--- config.mk ---
export PLATFORM = sky130hd
export DESIGN_NAME = codec_sport
export DESIGN_NICKNAME = d
export VERILOG_FILES = /design/src/rtl/codec_sp_pkg.sv /design/src/rtl/codec_sp_clkgen.sv /design/src/rtl/codec_sp_shifter.sv /design/src/rtl/codec_sp_router.sv /design/src/rtl/codec_sport.sv
export SDC_FILE = /design/constraint.sdc
export NUM_CORES = 1
export LEC_CHECK = 0
export ABC_AREA = 1
export BUFFER_PORTS_ARGS = -buffer_cell sky130_fd_sc_hd__buf_2
export CORE_MARGIN = 2
export CORE_UTILIZATION = 45
export DETAILED_ROUTE_END_ITERATION = 7
export SLEW_MARGIN = 20
export SYNTH_ARGS = -nofsm -noshare
export SYNTH_HDL_FRONTEND = slang
export SYNTH_SLANG_ARGS = --single-unit
--- constraint.sdc ---
create_clock -name clk_i -period 6.15 [get_ports clk_i]
set_clock_uncertainty 0.05 [all_clocks]
set_input_delay 1.23 -clock clk_i [delete_from_list [all_inputs] [get_ports clk_i]]
set_output_delay 1.23 -clock clk_i [all_outputs]
set_load 0.005 [all_outputs]
--- src/rtl/codec_sp_pkg.sv ---
package codec_sp_pkg;
  localparam int WORD_W = 16;

  localparam logic [1:0] MODE_CTRL  = 2'b00;
  localparam logic [1:0] MODE_DATA  = 2'b01;
  localparam logic [1:0] MODE_MIXED = 2'b11;

  function automatic logic [2:0] mdiv_ratio(input logic [2:0] code);
    case (code)
      3'd1:    return 3'd2;
      3'd2:    return 3'd3;
      3'd3:    return 3'd4;
      3'd4:    return 3'd5;
      default: return 3'd1;
    endcase
  endfunction

  function automatic logic [3:0] sclk_ratio(input logic [1:0] sel);
    return 4'd1 << sel;
  endfunction
endpackage

--- src/rtl/codec_sp_clkgen.sv ---
module codec_sp_clkgen
  import codec_sp_pkg::*;
#(
  parameter int EVT_DIV = 256
) (
  input  logic       clk_i,
  input  logic       rst_ni,
  input  logic [2:0] mdiv_code_i,
  input  logic [1:0] sclk_sel_i,
  output logic       evt_o,
  output logic       sclk_tick_o
);
  localparam int EVT_W = $clog2(EVT_DIV);

  logic [2:0]       mdiv_cnt;
  logic [2:0]       mratio;
  logic             dm_tick;
  logic [EVT_W-1:0] evt_cnt;
  logic [2:0]       sdiv_cnt;
  logic [3:0]       sratio;
  logic             tick_raw;

  assign mratio   = mdiv_ratio(mdiv_code_i);
  assign sratio   = sclk_ratio(sclk_sel_i);
  // >= keeps counters sane when a ratio shrinks mid-count
  assign dm_tick  = (mdiv_cnt >= (mratio - 3'd1));
  assign evt_o    = dm_tick && (evt_cnt == EVT_W'(EVT_DIV - 1));
  assign tick_raw = dm_tick && ({1'b0, sdiv_cnt} >= (sratio - 4'd1));
  // event owns its cycle: no serial strobe on it
  assign sclk_tick_o = tick_raw && !evt_o;

  always_ff @(posedge clk_i or negedge rst_ni) begin
    if (!rst_ni) begin
      mdiv_cnt <= '0;
      evt_cnt  <= '0;
      sdiv_cnt <= '0;
    end else begin
      mdiv_cnt <= dm_tick ? 3'd0 : mdiv_cnt + 3'd1;
      if (dm_tick) begin
        evt_cnt <= evt_o ? '0 : evt_cnt + 1'b1;
      end
      if (evt_o) begin
        sdiv_cnt <= '0;
      end else if (dm_tick) begin
        sdiv_cnt <= tick_raw ? 3'd0 : sdiv_cnt + 3'd1;
      end
    end
  end

  a_r2_evt_gap: assert property (@(posedge clk_i) disable iff (!rst_ni)
    evt_o |=> !evt_o);
endmodule

--- src/rtl/codec_sp_shifter.sv ---
module codec_sp_shifter
  import codec_sp_pkg::*;
#(
  parameter int W = WORD_W
) (
  input  logic         clk_i,
  input  logic         rst_ni,
  input  logic         evt_i,
  input  logic         sclk_tick_i,
  input  logic [W-1:0] adc_i,
  input  logic         sdi_i,
  output logic         fs_o,
  output logic         sdo_o,
  output logic [W-1:0] rx_word_o,
  output logic         rx_valid_o
);
  localparam int SLOT_W = $clog2(W + 2);
  localparam logic [SLOT_W-1:0] SLOT_FS   = SLOT_W'(1);
  localparam logic [SLOT_W-1:0] SLOT_LAST = SLOT_W'(W + 1);

  // slot 0 idle, 1 frame sync, 2..W+1 data bits
  logic [SLOT_W-1:0] slot;
  logic [W-1:0]      shreg;
  logic [W-1:0]      shifted;
  logic              in_bits;

  assign shifted = {shreg[W-2:0], sdi_i};
  assign in_bits = (slot > SLOT_FS);
  assign fs_o    = (slot == SLOT_FS);
  assign sdo_o   = in_bits && shreg[W-1];

  always_ff @(posedge clk_i or negedge rst_ni) begin
    if (!rst_ni) begin
      slot       <= '0;
      shreg      <= '0;
      rx_word_o  <= '0;
      rx_valid_o <= 1'b0;
    end else begin
      rx_valid_o <= 1'b0;
      if (evt_i) begin
        // new event drops any partial word
        shreg <= adc_i;
        slot  <= SLOT_FS;
      end else if (sclk_tick_i && slot != '0) begin
        if (in_bits) begin
          shreg <= shifted;
        end
        if (slot == SLOT_LAST) begin
          rx_word_o  <= shifted;
          rx_valid_o <= 1'b1;
          slot       <= '0;
        end else begin
          slot <= slot + 1'b1;
        end
      end
    end
  end

  a_r4_load: assert property (@(posedge clk_i) disable iff (!rst_ni)
    evt_i |=> (fs_o && shreg == $past(adc_i)));
  a_r5_commit_on_tick: assert property (@(posedge clk_i) disable iff (!rst_ni)
    $rose(rx_valid_o) |-> $past(sclk_tick_i));
endmodule

--- src/rtl/codec_sp_router.sv ---
module codec_sp_router
  import codec_sp_pkg::*;
#(
  parameter int W = WORD_W
) (
  input  logic         clk_i,
  input  logic         rst_ni,
  input  logic [W-1:0] rx_word_i,
  input  logic         rx_valid_i,
  output logic [1:0]   mode_o,
  output logic [1:0]   sclk_sel_o,
  output logic [2:0]   mdiv_code_o,
  output logic [W-1:0] dac_data_o,
  output logic         dac_valid_o
);
  logic         is_ctrl;
  logic [W-1:0] dac_next;

  assign is_ctrl  = !mode_o[0] || (mode_o[1] && rx_word_i[W-1]);
  assign dac_next = mode_o[1] ? {rx_word_i[W-2:0], 1'b0} : rx_word_i;

  always_ff @(posedge clk_i or negedge rst_ni) begin
    if (!rst_ni) begin
      mode_o      <= MODE_CTRL;
      sclk_sel_o  <= '0;
      mdiv_code_o <= '0;
      dac_data_o  <= '0;
      dac_valid_o <= 1'b0;
    end else begin
      dac_valid_o <= 1'b0;
      if (rx_valid_i) begin
        if (is_ctrl) begin
          case (rx_word_i[10:8])
            3'd0: mode_o <= rx_word_i[1:0];
            3'd1: begin
              sclk_sel_o  <= rx_word_i[3:2];
              mdiv_code_o <= rx_word_i[6:4];
            end
            default: ;
          endcase
        end else begin
          dac_data_o  <= dac_next;
          dac_valid_o <= 1'b1;
        end
      end
    end
  end

  a_r7_single_pulse: assert property (@(posedge clk_i) disable iff (!rst_ni)
    dac_valid_o |=> !dac_valid_o);
  a_r7_regs_hold: assert property (@(posedge clk_i) disable iff (!rst_ni)
    (rx_valid_i && mode_o == MODE_DATA) |=>
      ($stable(mode_o) && $stable(sclk_sel_o) && $stable(mdiv_code_o)));
  a_r6_ctrl_no_dac: assert property (@(posedge clk_i) disable iff (!rst_ni)
    (rx_valid_i && mode_o == MODE_CTRL) |=> !dac_valid_o);
endmodule

--- src/rtl/codec_sport.sv ---
module codec_sport
  import codec_sp_pkg::*;
#(
  parameter int EVT_DIV = 256
) (
  input  logic              clk_i,
  input  logic              rst_ni,
  input  logic [WORD_W-1:0] adc_word_i,
  input  logic              sdi_i,
  output logic              adc_strobe_o,
  output logic              sclk_o,
  output logic              fs_o,
  output logic              sdo_o,
  output logic [WORD_W-1:0] dac_data_o,
  output logic              dac_valid_o,
  output logic [1:0]        mode_o,
  output logic [1:0]        sclk_sel_o,
  output logic [2:0]        mdiv_code_o
);
  logic              evt;
  logic              sclk_tick;
  logic [WORD_W-1:0] rx_word;
  logic              rx_valid;

  codec_sp_clkgen #(.EVT_DIV(EVT_DIV)) i_clkgen (
    .clk_i       (clk_i),
    .rst_ni      (rst_ni),
    .mdiv_code_i (mdiv_code_o),
    .sclk_sel_i  (sclk_sel_o),
    .evt_o       (evt),
    .sclk_tick_o (sclk_tick)
  );

  codec_sp_shifter #(.W(WORD_W)) i_shifter (
    .clk_i       (clk_i),
    .rst_ni      (rst_ni),
    .evt_i       (evt),
    .sclk_tick_i (sclk_tick),
    .adc_i       (adc_word_i),
    .sdi_i       (sdi_i),
    .fs_o        (fs_o),
    .sdo_o       (sdo_o),
    .rx_word_o   (rx_word),
    .rx_valid_o  (rx_valid)
  );

  codec_sp_router #(.W(WORD_W)) i_router (
    .clk_i       (clk_i),
    .rst_ni      (rst_ni),
    .rx_word_i   (rx_word),
    .rx_valid_i  (rx_valid),
    .mode_o      (mode_o),
    .sclk_sel_o  (sclk_sel_o),
    .mdiv_code_o (mdiv_code_o),
    .dac_data_o  (dac_data_o),
    .dac_valid_o (dac_valid_o)
  );

  assign adc_strobe_o = evt;
  assign sclk_o       = sclk_tick;
endmodule

==> key figures <==
Clock tree
  • Worst-Skew Late Latency: 360 ps
  • CTS tree: built
  • Hold bufs inserted after CTS: 0
  • CTS sink cnt: 76
  • Root Driver: clkbuf_8
  • CTS H-tree depth: 3
  • Clk pin slew, worst setup/hold paths: roughly 90 ps
  • Post-CTS setup repair buffer count: 0
  • Post_cts resized: 0
  • CTS max path bufs: 2
  • CTS buffer count: 9

Synthesis
  • Ys Warns: 0
  • Post-synth top cells: nand2_1, dfrtp_1, o21ai_0
  • Leading post-synthesis cells by cell area: dfrtp_1, nand2_1, o21ai_0
  • Yosys reg bits: 76
  • Cell taking the most area after synthesis: dfrtp_1
  • Mapped Area: 3770 um^2
  • Sequential area share after synthesis: 0.504
  • Syn avg cell area: 8.22 um^2
  • Cell variety after synth: 29
  • Most common cell in the netlist: nand2_1
  • Ys flop type: dfrtp_1
  • Post-Synthesis Cells: 459
  • Top-area cell type share of the netlist area: 0.504
  • Post-Syn Nets: 491
  • Ys async rst share: 1.00
  • EDFF count, synth: 0

Drt
  • Final wirelength: 7770 um
  • Routed via count: 2949
  • Pre-Repair DR Iteration Count: 4
  • Detail Route Antenna Nets: 0
  • Drt via density: 4.84
  • Routed len/inst: 12.8 um
  • Starting DRC count in detailed routing: 130
  • # DRC: 0

Timing
  • Endpoints failing setup: 0
  • Max-slew violations: 0
  • Tmin final: 4060 ps
  • RSZ-0062 raised after global routing: no
  • Worst slew pin tran: 1020 ps
  • Final period util: 0.660
  • Fmax: 247 MHz
  • Max transition margin: 0.322
  • Final Hold Vio Count: 0
  • Setup_tns: 0 ps

Global routing
  • First-pass GRT wire length: 13400 um
  • Initial antenna violation count: 0
  • Vias in the first global route: about 2.8k
  • GRT overflow: 0
  • Pin count of the biggest net entering global routing: 77
  • Total GRT Usage: 0.191

Worst hold path
  • Hold Crit Class: reg -> reg

Setup path
  • CP required: ~5000 ps
  • Setup slack, reg-to-reg: 2780 ps
  • CP Launch Point: i_router.mdiv_code_o[0]
  • Critical path destination: sclk_o
  • WP data arrival: 2780 ps
  • Crit-path max FO: 24
  • Reg-to-reg critical path endpoint: i_shifter.rx_word_o[14]
  • WS Path Type: reg -> out
  • Worst Reg-to-Reg Cells: 13
  • CP Launch Type: flip-flop
  • Worst setup EP type: output port
  • R2R Path Start: i_router.mdiv_code_o[0]

Floorplan
  • FP Rows: 33
  • Die height: 95.6 um
  • Die W: 95.6 um
  • DIE AREA: approximately 9000 um^2
  • Io pins: 47
  • Initial Util: 0.462
  • Core area: 8180 um^2

Place
  • Routability Congestion: 0.802
  • IO Port Bufs: 46
  • Detail Placement HPWL: 5260 um
  • Placed instance area: 4050 um^2

Pwr
  • Reg power frac: 0.561
  • Max VDD drop: 0.000101 V
  • NetSw: 229 uW
  • Gate power share: 0.018
  • Net Sw Frac: 0.257
  • Leakage power: 0.00212 uW
  • Pwr Density: 210 nW/um^2
  • Clock share of power: 0.421
  • Int Pwr: around 660 uW

Layout
  • Nets: ~530
  • N_diodes: 0
  • Share of cells above drive strength 1: 0.147
  • Post-route cell area: about 4200 um^2
  • Synthesis-to-finish area growth: 12.5%

Outcome
  • Status: finished, final reports clean

Run
  • Max Cap Violations: 0
flip-flops by register name, indices dropped and copies added (netlist names):
register / count
i_shifter.rx_word_o: 16
i_router.sclk_sel_o: 2
i_clkgen.mdiv_cnt: 3
i_router.dac_data_o: 16
i_router.mode_o: 2
i_shifter.shreg: 16
i_clkgen.evt_cnt: 8
i_router.dac_valid_o: 1
i_shifter.rx_valid_o: 1
i_shifter.slot: 5
i_clkgen.sdiv_cnt: 3
i_router.mdiv_code_o: 3
metal layers:
layer  vias to the layer above  GRT usage  share of wire
li1                       1552          -              -
met1                      1336      0.281           0.52
met2                        57      0.273           0.43
met3                         4     0.0379          0.043
met4                         0     0.0762         0.0067
met5                         -          0              0
worst min-delay path by stage:
stage | startpoint | to | slack (ps) | cells after the start
after floorplan | i_clkgen.mdiv_cnt[0] | i_clkgen.mdiv_cnt[0] | 380 | 1
after global placement | i_clkgen.mdiv_cnt[0] | i_clkgen.mdiv_cnt[0] | 410 | 1
after detailed placement | i_router.dac_data_o[14] | i_router.dac_data_o[14] | 430 | 1
after CTS | i_clkgen.mdiv_cnt[0] | i_clkgen.mdiv_cnt[0] | 440 | 1
after global routing | i_clkgen.mdiv_cnt[0] | i_clkgen.mdiv_cnt[0] | 450 | 1
final | i_clkgen.mdiv_cnt[0] | i_clkgen.mdiv_cnt[0] | 430 | 1
final cells by class:
class                      count  area, um^2
tap                          105         131
clock inverter                 7        67.6
sequential                    76        1900
inverter                      46         173
timing repair buffer          46         233
fill                         788        3930
multi-input combinational    320        1620
clock buffer                   9         124
stage by stage:
step	cells	power [uW]	util	hold WS [ps]	worst slack, ps
floorplan	459	510	-	382	2740
global placement	593	526	0.495	408	2540
detailed placement	593	526	0.495	426	2440
CTS	609	899	0.519	443	2030
global route	609	927	0.519	451	1830
finish	609	890	0.519	433	2090
cells in the final DEF (no fill, tap or decap), types with 3 or more instances in the layout:
cell type and count:
a21oi_1 5, buf_2 45, clkbuf_8 9, dfrtp_1 76, ha_1 13, inv_1 45, inv_8 3, nand2_1 159
nand3_1 28, nand4_1 5, nor2_1 20, o21a_1 15, o21ai_0 49, xor2_1 7
worst max-delay path, cell delays in order, from the launching register on:
cell and delay [ps]:
dfrtp_1 430, a21oi_1 190, o21ai_0 120, ha_1 220
xor2_1 160, ha_1 290, nand2_1 100, nand2_1 70
a21oi_2 370, nor2_4 200, nor2_1 150, buf_2 120
kinds of logic (layout without fill, tap and decap cells):
family | count (synthesis) | count (layout) | share of synthesized area
AND/OR/NAND/NOR | 223 | 223 | 0.246
flip-flops | 76 | 76 | 0.504
AO/OA/AOI/OAI | 75 | 75 | 0.116
buffers and inverters | 63 | 108 | 0.0696
adder cells (fa/ha/maj) | 13 | 13 | 0.0431
XOR/XNOR | 9 | 9 | 0.0209
power by group through the flow:
| stage | clock network [uW] | registers [uW] | logic, uW |
|---|---|---|---|
| final | 375 | 499 | 15.6 |
| after global placement | 0 | 509 | 16.7 |
| after floorplan | 0 | 509 | 0.265 |
| after CTS | 383 | 499 | 16.6 |
| after detailed placement | 0 | 509 | 16.7 |
| after global routing | 410 | 499 | 18.5 |
Note: power is estimated with default switching activity, not from simulation.
